**config.mk**
```make
export PLATFORM = sky130hd
export DESIGN_NAME = op_sample_sel
export DESIGN_NICKNAME = d
export VERILOG_FILES = /design/src/rtl/opsamp_pkg.sv /design/src/rtl/opsamp_ctrl.sv /design/src/rtl/opsamp_dp.sv /design/src/rtl/op_sample_sel.sv
export SDC_FILE = /design/constraint.sdc
export NUM_CORES = 1
export LEC_CHECK = 0
export BUFFER_PORTS_ARGS = -buffer_cell sky130_fd_sc_hd__clkbuf_2
export CAP_MARGIN = 5
export CORE_MARGIN = 3
export CORE_UTILIZATION = 50
export CTS_BUF_LIST = sky130_fd_sc_hd__clkbuf_4
export DETAILED_ROUTE_END_ITERATION = 7
export PLACE_DENSITY = 0.73
export SLEW_MARGIN = 20
export SYNTH_ARGS = -nofsm -noshare
export SYNTH_HDL_FRONTEND = slang
export SYNTH_HIERARCHICAL = 1
export SYNTH_SLANG_ARGS = --single-unit
```
**constraint.sdc**
```tcl
create_clock -name clk -period 5.85 [get_ports clk]
set_input_delay 0.8775 -clock clk [delete_from_list [all_inputs] [get_ports clk]]
set_output_delay 0.8775 -clock clk [all_outputs]
set_load 0.1 [all_outputs]
```
**src/rtl/opsamp_pkg.sv**
```systemverilog
package opsamp_pkg;

  // strobes from control to datapath, one set per cycle
  typedef struct packed {
    logic advance;   // a selection point occurred
    logic launch;    // selection accepted, sample starts
    logic collide;   // selection dropped, slot occupied
  } samp_strobe_t;

  localparam logic [15:0] LFSR_SEED = 16'hACE1;

  function automatic logic [15:0] lfsr16Next(input logic [15:0] cur);
    return {cur[14:0], cur[15] ^ cur[13] ^ cur[12] ^ cur[10]};
  endfunction

endpackage

```
**src/rtl/opsamp_ctrl.sv**
```systemverilog
module opsamp_ctrl
  import opsamp_pkg::*;
(
  input  logic         clk,
  input  logic         rstN,
  input  logic         expireHit,
  input  logic         doneValid,
  output samp_strobe_t strb,
  output logic         busy
);

  logic busyQ;

  always_comb begin
    strb.advance = expireHit;
    strb.launch  = expireHit && !busyQ;
    strb.collide = expireHit && busyQ;
  end

  always_ff @(posedge clk or negedge rstN) begin
    if (!rstN)            busyQ <= 1'b0;
    else if (strb.launch) busyQ <= 1'b1;
    else if (doneValid)   busyQ <= 1'b0;
  end

  assign busy = busyQ;

  // completion frees the slot at the next edge
  a_r7_release: assert property (@(posedge clk) disable iff (!rstN)
    busyQ && doneValid |=> !busyQ);

  // without completion the slot stays occupied
  a_r5_hold_busy: assert property (@(posedge clk) disable iff (!rstN)
    busyQ && !doneValid |=> busyQ);

endmodule

```
**src/rtl/opsamp_dp.sv**
```systemverilog
module opsamp_dp
  import opsamp_pkg::*;
#(
  parameter int CNT_W        = 16,
  parameter int TAG_W        = 8,
  parameter int COLL_W       = 32,
  parameter int JIT_W        = 8,
  parameter int MIN_INTERVAL = 16
) (
  input  logic              clk,
  input  logic              rstN,
  input  logic              candValid,
  input  logic [TAG_W-1:0]  candTag,
  input  logic [CNT_W-1:0]  interval,
  input  logic              jitterEn,
  input  logic              collClr,
  input  samp_strobe_t      strb,
  output logic              expireHit,
  output logic              sampleStart,
  output logic [TAG_W-1:0]  sampleTag,
  output logic [COLL_W-1:0] collCount
);

  localparam int TGT_W = CNT_W + 1;
  localparam logic [COLL_W-1:0] COLL_MAX = '1;
  localparam logic [CNT_W-1:0]  MIN_IVL  = CNT_W'(MIN_INTERVAL);

  logic [TGT_W-1:0]  cntQ;
  logic [JIT_W-1:0]  jitQ;
  logic [15:0]       lfsrQ;
  logic [CNT_W-1:0]  baseIvl;
  logic [TGT_W-1:0]  target;
  logic [TGT_W-1:0]  cntInc;
  logic              startQ;
  logic [TAG_W-1:0]  tagQ;
  logic [COLL_W-1:0] collQ;

  always_comb begin
    baseIvl   = (interval == '0) ? MIN_IVL : interval;
    target    = TGT_W'(baseIvl) + TGT_W'(jitQ);
    cntInc    = cntQ + 1'b1;
    expireHit = candValid && (cntInc >= target);
  end

  // candidate counter, jitter offset and LFSR
  always_ff @(posedge clk or negedge rstN) begin
    if (!rstN) begin
      cntQ  <= '0;
      jitQ  <= '0;
      lfsrQ <= LFSR_SEED;
    end else if (strb.advance) begin
      cntQ  <= '0;
      jitQ  <= jitterEn ? lfsrQ[JIT_W-1:0] : '0;
      lfsrQ <= lfsr16Next(lfsrQ);
    end else if (candValid) begin
      cntQ  <= cntInc;
    end
  end

  // sample start pulse and tag
  always_ff @(posedge clk or negedge rstN) begin
    if (!rstN) begin
      startQ <= 1'b0;
      tagQ   <= '0;
    end else begin
      startQ <= strb.launch;
      if (strb.launch) tagQ <= candTag;
    end
  end

  // collision counter
  always_ff @(posedge clk or negedge rstN) begin
    if (!rstN)                                  collQ <= '0;
    else if (collClr)                           collQ <= '0;
    else if (strb.collide && collQ != COLL_MAX) collQ <= collQ + 1'b1;
  end

  assign sampleStart = startQ;
  assign sampleTag   = tagQ;
  assign collCount   = collQ;

  // each dropped selection adds one below saturation
  a_r5_coll_inc: assert property (@(posedge clk) disable iff (!rstN)
    strb.collide && !collClr && collQ != COLL_MAX |=> collQ == $past(collQ) + 1'b1);

  // saturated count stays put unless cleared
  a_r8_saturate: assert property (@(posedge clk) disable iff (!rstN)
    collQ == COLL_MAX && !collClr |=> collQ == COLL_MAX);

  // clear wins over everything
  a_r9_clear: assert property (@(posedge clk) disable iff (!rstN)
    collClr |=> collQ == '0);

  // a selection point always restarts the window
  a_r6_restart: assert property (@(posedge clk) disable iff (!rstN)
    strb.advance |=> cntQ == '0);

endmodule

```
**src/rtl/op_sample_sel.sv**
```systemverilog
module op_sample_sel
  import opsamp_pkg::*;
#(
  parameter int CNT_W        = 16,
  parameter int TAG_W        = 8,
  parameter int COLL_W       = 32,
  parameter int MIN_INTERVAL = 16
) (
  input  logic              clk,
  input  logic              rstN,
  input  logic              candValid,
  input  logic [TAG_W-1:0]  candTag,
  input  logic [CNT_W-1:0]  interval,
  input  logic              jitterEn,
  input  logic              doneValid,
  input  logic              collClr,
  output logic              sampleStart,
  output logic [TAG_W-1:0]  sampleTag,
  output logic              busy,
  output logic [COLL_W-1:0] collCount
);

  localparam int JIT_W = 8;

  samp_strobe_t strb;
  logic         expireHit;

  opsamp_ctrl u_ctrl (
    .clk       (clk),
    .rstN      (rstN),
    .expireHit (expireHit),
    .doneValid (doneValid),
    .strb      (strb),
    .busy      (busy)
  );

  opsamp_dp #(
    .CNT_W        (CNT_W),
    .TAG_W        (TAG_W),
    .COLL_W       (COLL_W),
    .JIT_W        (JIT_W),
    .MIN_INTERVAL (MIN_INTERVAL)
  ) u_dp (
    .clk         (clk),
    .rstN        (rstN),
    .candValid   (candValid),
    .candTag     (candTag),
    .interval    (interval),
    .jitterEn    (jitterEn),
    .collClr     (collClr),
    .strb        (strb),
    .expireHit   (expireHit),
    .sampleStart (sampleStart),
    .sampleTag   (sampleTag),
    .collCount   (collCount)
  );

  // a start only follows a cycle with the slot free
  a_r5_single_flight: assert property (@(posedge clk) disable iff (!rstN)
    sampleStart |-> !$past(busy));

  // busy is raised together with the start pulse
  a_r4_busy_with_start: assert property (@(posedge clk) disable iff (!rstN)
    sampleStart |-> busy);

endmodule

```
==> results of run 1 <==
==> where the power goes <==
part / switching (mW) / internal, mW
Sequential: 0.0898 / 0.678
Clock: 0.193 / 0.0954
Combinational: 0.523 / 0.267
==> stage by stage <==
step | area (µm²) | worst slack (ns) | util
4_1_cts | 5610 | 0.915 | 0.574
3_3_place_gp | 5500 | 0.605 | 0.562
6_report | 5620 | 0.842 | 0.575
3_5_place_dp | 5500 | 0.436 | 0.562
2_1_floorplan | 5040 | 0.831 | -
5_1_grt | 5620 | 0.479 | 0.575
==> critical path, cell delays in order <==
cell and delay, ns:
clkbuf_2 0.12, nor4_1 0.31, a41o_1 0.21, ha_1 0.20, o21ai_0 0.10, o21bai_1 0.21
o22a_1 0.30, nand3_1 0.13, xor2_1 0.16, ha_1 0.32, nand4_1 0.13, nor2_1 0.13
a211oi_1 0.12, o32ai_4 0.29, and2_2 0.23, and4_1 0.30, nand3_1 0.21, a2111oi_0 0.43
and3_1 0.22, mux2_2 0.33
==> worst min-delay path by stage <==
| stage | startpoint | endpoint | slack, ns | cells after the start |
|---|---|---|---|---|
| 2_1_floorplan | u_dp/lfsrQ[1] | u_dp/jitQ[1] | 0.46 | 2 |
| 3_3_place_gp | u_dp/lfsrQ[14] | u_dp/lfsrQ[15] | 0.48 | 1 |
| 3_5_place_dp | u_dp/lfsrQ[2] | u_dp/jitQ[2] | 0.49 | 2 |
| 4_1_cts | u_dp/lfsrQ[0] | u_dp/lfsrQ[0] | 0.52 | 2 |
| 5_1_grt | rstN | u_dp/jitQ[3] | 0.49 | 1 |
| 6_report | rstN | u_dp/jitQ[3] | 0.46 | 1 |
==> cell usage in the layout (no fill, tap or decap), types with 9 or more instances in the layout <==
cell type | netlist | layout
a211oi_1 | 9 | 9
a21oi_1 | 28 | 28
and3_1 | 10 | 10
clkbuf_2 | 0 | 70
clkbuf_4 | 0 | 11
dfrtp_1 | 75 | 75
ha_1 | 27 | 27
inv_1 | 18 | 18
mux2_2 | 26 | 26
nand2_1 | 39 | 39
nand3_1 | 29 | 29
nand4_1 | 11 | 11
nor2_1 | 43 | 43
nor2b_1 | 9 | 9
nor4_1 | 9 | 9
o21ai_0 | 19 | 19
xnor2_1 | 33 | 33
xor2_1 | 22 | 22
==> layer usage <==
metal | up-vias | wire [µm] | GRT usage
met1 | 1990 | 5140 | 0.272
li1 | 2018 | - | -
met5 | - | 0 | 0
met3 | 9 | 452 | 0.0431
met4 | 0 | 108 | 0.0557
met2 | 86 | 5050 | 0.327
==> kinds of logic (layout without fill, tap and decap cells) <==
family / count (synthesis) / count (layout) / synth area share
AO/OA/AOI/OAI: 101 / 101 / 0.132
XOR/XNOR: 55 / 55 / 0.0955
adder cells (fa/ha/maj): 28 / 28 / 0.0709
buffers and inverters: 44 / 107 / 0.0342
flip-flops: 83 / 83 / 0.414
multiplexers: 27 / 27 / 0.0600
AND/OR/NAND/NOR: 189 / 189 / 0.193
==> cells in the mapped netlist (2+ instances only) <==
library cell  instances  area, µm²
o21a_1                4       30.0
buf_2                 3       15.0
o211ai_1              3       22.5
mux2_2               26        293
nor2_1               43        161
and2_1                2       12.5
o31a_1                2       17.5
a311oi_1              3       26.3
or3_1                 7       43.8
nand2_1              39        146
and3_1               10       62.6
a21oi_1              28        140
a2111oi_0             2       17.5
a21o_1                6       45.0
nand3_1              29        145
or2_2                 3       18.8
nor3_1                9       45.0
or4_1                 5       37.5
buf_1                 2       7.51
ha_1                 27        338
a211oi_1              9       67.6
o31ai_1               4       30.0
nand4_1              11       68.8
a31oi_1               6       37.5
xor2_1               22        193
o311ai_0              3       26.3
and4_1                6       52.6
o41ai_1               2       17.5
o21ai_0              19       95.1
dfstp_2               8        210
clkbuf_1             20       75.1
xnor2_1              33        289
inv_1                18       67.6
nor2b_1               9       56.3
nor4_1                9       56.3
a31o_2                3       26.3
dfrtp_1              75       1880
==> final cells by class <==
cell class | instances | area (µm²) | share of cell area
clock buffer | 11 | 82.6 | 0.0147
clock inverter | 5 | 28.8 | 0.00512
inverter | 18 | 67.6 | 0.0120
multi-input combinational | 400 | 2810 | 0.500
sequential | 83 | 2090 | 0.372
tap | 133 | 166 | 0.0296
timing repair buffer | 73 | 377 | 0.0671
==> sequential cells by signal, summed over array words and instances (netlist names) <==
name              count
u_dp/lfsrQ           16
u_dp/collCount       32
u_dp/sampleTag        8
u_dp/jitQ             8
u_dp/sampleStart      1
u_dp/cntQ            17
u_ctrl/busy           1
==> flow_summary_export.csv, run 1 <==
group,metric,value,unit
timing,setup_viol,0,
hold_path,hold_class,"in2async",
timing,rsz0062_at_grt,"false",
run,cap_viol_max_count,0,
clock_network,clock_latency,0.42,ns
timing,finalMaxSlewViolations,0,
synthesis,synth_seq_cells,83,
floorplan,start_util,0.516,
final_layout,final_nets,643,
grt,antenna_found_initial,0,
outcome,status,"completed",
routing,vias,4103,
timing,hold_viol_final,0,
timing,worst_hold_slack,0.456,ns
final_layout,final.fill_count,876,
grt,grt.total_usage,0.201,
routing,viasPerCell,5.67,
worst_setup_path,endpoint,"u_dp/collCount[23]",
floorplan,num_rows,36,
routing,wire_per_inst,14.9,µm
worst_setup_path,r2r-start,"u_dp/jitQ[0]",
clock_network,cts_tree,"yes",
synthesis,synthFlopType,"dfrtp_1",
clock_network,clockRootBuffer,"clkbuf_4",
synthesis,syn_inst,527,
floorplan,core_area,0.00977,mm²
place,place_hpwl,7.75,mm
clock_network,cts_buffers,9,
synthesis,ys_seq_area_frac,0.414,
timing,maxSlewHeadroom,0.433,
place,io_buffer_count,71,
power_and_ir_drop,p_leak,2.52,nW
synthesis,synth-edff-count,0,
floorplan,ios,72,
timing,worst_slew_pin_slew,0.844,ns
power_and_ir_drop,ir_drop,281,µV
clock_network,htree_levels,3,
clock_network,ctsHoldBuffers,0,
grt,grt_pass1_wl,18.8,mm
routing,postRouteAntennaNets,0,
timing,period_share,0.856,
clock_network,cts_buffer_depth,2,
place,finalWeightedCongestion,0.903,
timing,setup_tns,0,ns
synthesis,synth.distinct_cells,54,
worst_setup_path,rr_endpoint,"u_dp/collCount[23]",
clock_network,cts.sinks,83,
worst_setup_path,cp.arrival,5.33,ns
power_and_ir_drop,power_density,329,mW/mm²
timing,finClkSkew,0.0191,ns
synthesis,syn_area,0.00504,mm²
final_layout,stdcell_count,723,
routing,drt_first_pass_iters,4,
grt,overflow,0,
worst_setup_path,startpoint_type,"primary input",
routing,drtIter0Drc,225,
synthesis,avgSynthCellArea,9.57,µm²
synthesis,yosys_warnings,6,
worst_setup_path,crit_fanout,7,
synthesis,syn_nets,585,
floorplan,die_w,106,µm
final_layout,antenna_cells,0,
clock_network,clk_pin_slew_worst_paths,0.13,ns
place,place_inst,707,
worst_setup_path,cp-end-kind,"flip-flop",
worst_setup_path,r2r_setup_slack,1.04,ns
grt,grt_pass1_vias,3991,
final_layout,syn_to_final_growth,11.4,%
worst_setup_path,setup.worst_path.class,"in2reg",
routing,routed_wl,10.8,mm
clock_network,post-cts-setup-buffers,0,
floorplan,die_y,106,µm
synthesis,synthArstFlopShare,1.00,
worst_setup_path,startpoint,"interval[8]",
power_and_ir_drop,total_power,1.85,mW
floorplan,dieArea,0.0113,mm²
worst_setup_path,reg2regPathDepth,18,
clock_network,cts_resized,0,
grt,grt_max_degree,84,
final_layout,drive_gt1_frac,0.227,
routing,drc,0,
timing,layout_min_cycle_time,5.01,ns
worst_setup_path,required,6.17,ns
timing,fmax,200,MHz
(Power assumes the default switching activity.)
==> run 2, diff against run 1 <==
Settings changed: BUFFER_PORTS_ARGS -buffer_cell sky130_fd_sc_hd__clkbuf_2 to not set, DONT_BUFFER_PORTS set to 1, PLACE_DENSITY 0.73 to 0.67.
==> run 2 against run 1 <==
Power rose by 4.0%. Clock-buffer cell count fell by 1. Critical path depth fell by 1. Combinational power fell by 37%. Highest routed layer unchanged. Sequential power rose by 30%. Routed wire length fell by 0.55%. Utilization fell by 2.9 points. Largest cell class unchanged. Register-to-register slack got worse by 0.14 ns. Largest power group is now sequential cells.
==> flow_summary_export.csv, run 2 (same netlist as run 1, synthesis figures left out) <==
group,metric,value,unit
power_and_ir_drop,switching_share,0.408,
timing,maxSlewHeadroom,0.259,
worst_setup_path,required,6.17,ns
grt,grt.total_usage,0.196,
final_layout,final_cell_mix,"dfrtp_1, nor2_1, nand2_1, xnor2_1, nand3_1",
floorplan,dieArea,0.0113,mm²
grt,antenna_found_initial,0,
floorplan,die_y,106,µm
worst_setup_path,startpoint_type,"primary input",
power_and_ir_drop,p_seq_frac,0.522,
routing,postRouteAntennaNets,0,
final_layout,multi_input_area,0.00280,mm²
timing,period_share,0.853,
outcome,status,"completed",
grt,grt_pass1_vias,3903,
clock_network,cts_buffers,9,
floorplan,core_area,0.00977,mm²
timing,rsz0062_at_grt,"false",
clock_network,cts_tree,"yes",
routing,vias,3858,
worst_setup_path,cp-end-kind,"flip-flop",
final_layout,regArea,0.00209,mm²
worst_setup_path,cp.arrival,5.31,ns
routing,drc,0,
routing,routed_wl,10.7,mm
worst_setup_path,r2r_setup_slack,0.90,ns
timing,fmax,200,MHz
final_layout,final_core_util,0.546,
grt,grt_max_degree,84,
clock_network,cts_buffer_depth,2,
timing,finalMaxSlewViolations,0,
clock_network,clockRootBuffer,"clkbuf_4",
power_and_ir_drop,switchingPower,783,µW
final_layout,final_nets,573,
floorplan,die_w,106,µm
floorplan,num_rows,36,
place,placed_area,0.00515,mm²
worst_setup_path,crit_fanout,7,
power_and_ir_drop,power_density,360,mW/mm²
final_layout,drive_gt1_frac,0.125,
place,place_hpwl,7.70,mm
clock_network,cts.sinks,83,
run,cap_viol_max_count,0,
hold_path,hold_class,"in2async",
power_and_ir_drop,p_leak,2.24,nW
worst_setup_path,setup.worst_path.class,"in2reg",
clock_network,ctsHoldBuffers,0,
routing,wire_per_inst,16.4,µm
final_layout,final.fill_count,907,
grt,overflow,0,
floorplan,ios,72,
grt,grt_pass1_wl,18.3,mm
final_layout,syn_to_final_growth,5.78,%
clock_network,clk_pin_slew_worst_paths,0.14,ns
place,io_buffer_count,0,
power_and_ir_drop,p_comb_frac,0.259,
clock_network,htree_levels,3,
timing,setup_tns,0,ns
clock_network,cts_resized,0,
place,finalWeightedCongestion,0.866,
clock_network,post-cts-setup-buffers,0,
routing,drtIter0Drc,210,
clock_network,clock_latency,0.43,ns
final_layout,largest_register_ffs,32,
power_and_ir_drop,clkPwrFrac,0.220,
routing,drt_first_pass_iters,4,
routing,viasPerCell,5.91,
floorplan,start_util,0.516,
power_and_ir_drop,p_int,1.14,mW
timing,layout_min_cycle_time,4.99,ns
power_and_ir_drop,ir_drop,314,µV
final_layout,mostFrequentLayoutCell,"dfrtp_1",
timing,finClkSkew,0.0162,ns
timing,worst_slew_pin_slew,1.11,ns
final_layout,post-route-cell-area,0.00534,mm²
timing,hold_viol_final,0,
final_layout,antenna_cells,0,
timing,setup_viol,0,
==> run 2: critical path, stage by stage <==
cell	delay, ns
nor4_1	0.32
a41o_1	0.23
ha_1	0.20
o21ai_0	0.11
o21bai_1	0.20
o22a_1	0.29
nand3_1	0.14
xor2_1	0.17
ha_1	0.32
nand4_1	0.14
a21oi_1	0.14
a211oi_1	0.09
o32ai_4	0.32
and2_2	0.25
and4_1	0.28
nand3_1	0.22
a2111oi_0	0.47
and3_1	0.21
mux2_2	0.33
==> run 2: worst paths after layout <==
path,cells after the start,to,start
setup / recovery,19,u_dp/collCount[23],interval[8]
hold / removal,0,u_dp/cntQ[3],rstN
setup reg to reg,18,u_dp/collCount[23],u_dp/jitQ[0]
hold reg to reg,2,u_dp/lfsrQ[0],u_dp/lfsrQ[0]
max in group asynchronous,0,u_dp/lfsrQ[13],rstN
min in group clk,1,u_dp/collCount[10],collClr
==> run 2: stage by stage <==
stage	total power, mW	cells	setup slack, ns	hold slack (ns)
global route	2.05	653	0.488	0.0656
detailed placement	1.51	637	0.499	0.487
floorplan	1.40	527	0.831	0.462
global placement	1.48	637	0.588	0.484
finish	1.92	653	0.861	0.127
CTS	1.94	653	0.942	0.0853
==> run 2: power by group through the flow <==
| stage | logic, mW | clock network [mW] | registers (mW) |
|---|---|---|---|
| after floorplan | 0.415 | 0 | 0.981 |
| after global placement | 0.474 | 0 | 1.01 |
| after detailed placement | 0.494 | 0 | 1.02 |
| after CTS | 0.503 | 0.437 | 1.00 |
| after global routing | 0.568 | 0.462 | 1.02 |
| final | 0.497 | 0.422 | 1.00 |
==> run 2: area by class of cell <==
type,instances,area share
multi-input cells,400,0.525
flip-flops and latches,83,0.391
well taps,133,0.0312
clock inverters,6,0.0213
clock buffers,10,0.0141
inverters,18,0.0127
repair buffers,3,0.00422
==> run 2: routing by layer <==
layer	routed length [µm]	GRT usage
met1	4790	0.253
met2	5020	0.321
met3	747	0.0595
met4	138	0.0539
met5	0	0
==> run 3, diff against run 2 <==
Settings changed: PLACE_DENSITY 0.67 to not set, PLACE_DENSITY_LB_ADDON set to 0.2.
==> run 3 against run 2 <==
Hold slack got worse by 0.014 ns. Clock skew fell by 0.0039 ns. Non-clock buffer count fell by 1. Global-route usage fell by 0.13 points. Routed wire length fell by 0.23%. Cell count fell by 0.15%. Critical path type unchanged. Largest cell class unchanged.
==> flow_summary_export.csv, run 3 (same netlist as run 1, synthesis figures left out) <==
group,metric,value,unit
worst_setup_path,crit_fanout,7,
timing,finalMaxSlewViolations,0,
clock_network,cts_buffer_depth,2,
clock_network,clock_latency,0.44,ns
routing,drt_first_pass_iters,4,
grt,grt_pass1_wl,18.0,mm
place,finalWeightedCongestion,0.883,
timing,period_share,0.857,
floorplan,start_util,0.516,
run,cap_viol_max_count,0,
routing,drtIter0Drc,170,
routing,routed_wl,10.7,mm
grt,grt_pass1_vias,3801,
final_layout,final_nets,572,
grt,grt.total_usage,0.195,
routing,viasPerCell,5.83,
power_and_ir_drop,total_power,1.79,mW
final_layout,mostFrequentLayoutCell,"dfrtp_1",
worst_setup_path,cp.arrival,5.35,ns
power_and_ir_drop,ir_drop,301,µV
place,place_hpwl,7.70,mm
place,place_ws,0.403,ns
worst_setup_path,cp-end-kind,"flip-flop",
final_layout,final_cell_mix,"dfrtp_1, nor2_1, nand2_1, xnor2_1, nand3_1",
floorplan,die_w,106,µm
hold_path,hold_class,"in2async",
clock_network,post-cts-setup-buffers,0,
final_layout,antenna_cells,0,
grt,grt_max_degree,84,
worst_setup_path,setup.worst_path.class,"in2reg",
power_and_ir_drop,p_leak,2.20,nW
clock_network,cts_tree,"yes",
timing,rsz0062_at_grt,"false",
floorplan,die_y,106,µm
routing,vias,3802,
timing,maxSlewHeadroom,0.261,
worst_setup_path,reg2regPathDepth,18,
clock_network,clk_pin_slew_worst_paths,0.13,ns
floorplan,ios,72,
worst_setup_path,startpoint,"interval[8]",
clock_network,cts_resized,0,
worst_setup_path,r2r-start,"u_dp/jitQ[0]",
timing,hold_viol_final,0,
place,io_buffer_count,0,
timing,worst_slew_pin_slew,1.11,ns
grt,antenna_found_initial,0,
timing,setup_viol,0,
routing,postRouteAntennaNets,0,
floorplan,dieArea,0.0113,mm²
timing,fmax,199,MHz
final_layout,final_core_util,0.538,
timing,layout_min_cycle_time,5.02,ns
worst_setup_path,required,6.18,ns
worst_setup_path,startpoint_type,"primary input",
place,placed_area,0.00514,mm²
final_layout,syn_to_final_growth,4.22,%
floorplan,num_rows,36,
routing,drc,0,
timing,setup_slack,0.834,ns
outcome,status,"completed",
clock_network,ctsHoldBuffers,0,
floorplan,core_area,0.00977,mm²
final_layout,largest_register_ffs,32,
routing,wire_per_inst,16.4,µm
grt,overflow,0,
timing,finClkSkew,0.0123,ns
timing,setup_tns,0,ns
clock_network,clockRootBuffer,"clkbuf_4",
final_layout,post-route-cell-area,0.00526,mm²
clock_network,cts.sinks,83,
final_layout,drive_gt1_frac,0.123,
clock_network,cts_buffers,9,
power_and_ir_drop,power_density,341,mW/mm²
clock_network,htree_levels,3,
## run 3: cell type report
type,instances,area [µm²]
tap,133,166
clock buffer,10,75.1
sequential,83,2090
inverter,18,67.6
multi-input combinational,400,2800
fill,913,4520
timing repair buffer,2,15.0
clock inverter,6,42.5
## run 3: routing by layer
layer  global-route usage  vias to the layer above  part of all wire
met4               0.0557                        0             0.011
met5                    0                        -                 0
met1                0.259                     1833              0.47
li1                     -                     1877                 -
met2                0.308                       80              0.45
met3               0.0619                       12             0.065
## run 3: final timing paths
kind,endpoint,slack [ns]
max,u_dp/collCount[23],0.83
min,u_dp/cntQ[8],0.11
max reg2reg,u_dp/collCount[23],0.95
min reg2reg,u_dp/lfsrQ[0],0.52
max in group asynchronous,u_dp/lfsrQ[10],5.51
min in group clk,u_dp/collCount[31],0.50
## run 3: power by group
part / internal (mW) / switching [mW]
clock network: 0.0919 / 0.203
registers: 0.673 / 0.331
logic: 0.240 / 0.255
## run 3: metrics by stage
step	cells	hold WS, ns
floorplan	527	0.462
global placement	636	0.482
detailed placement	636	0.491
CTS	652	0.0728
global route	652	0.0523
finish	652	0.114
## run 3: critical path, stage by stage
cell and delay (ns):
nor4_1 0.36, a41o_1 0.22, ha_1 0.27, o211ai_1 0.19, nand2_1 0.09, a31oi_1 0.32, nor2b_1 0.11, xnor2_1 0.14
ha_1 0.29, nand4_1 0.12, a21oi_1 0.14, a211oi_1 0.09, o32ai_4 0.31, and2_2 0.23, and4_1 0.27, nand3_1 0.22
a2111oi_0 0.53, and3_1 0.22, mux2_2 0.33
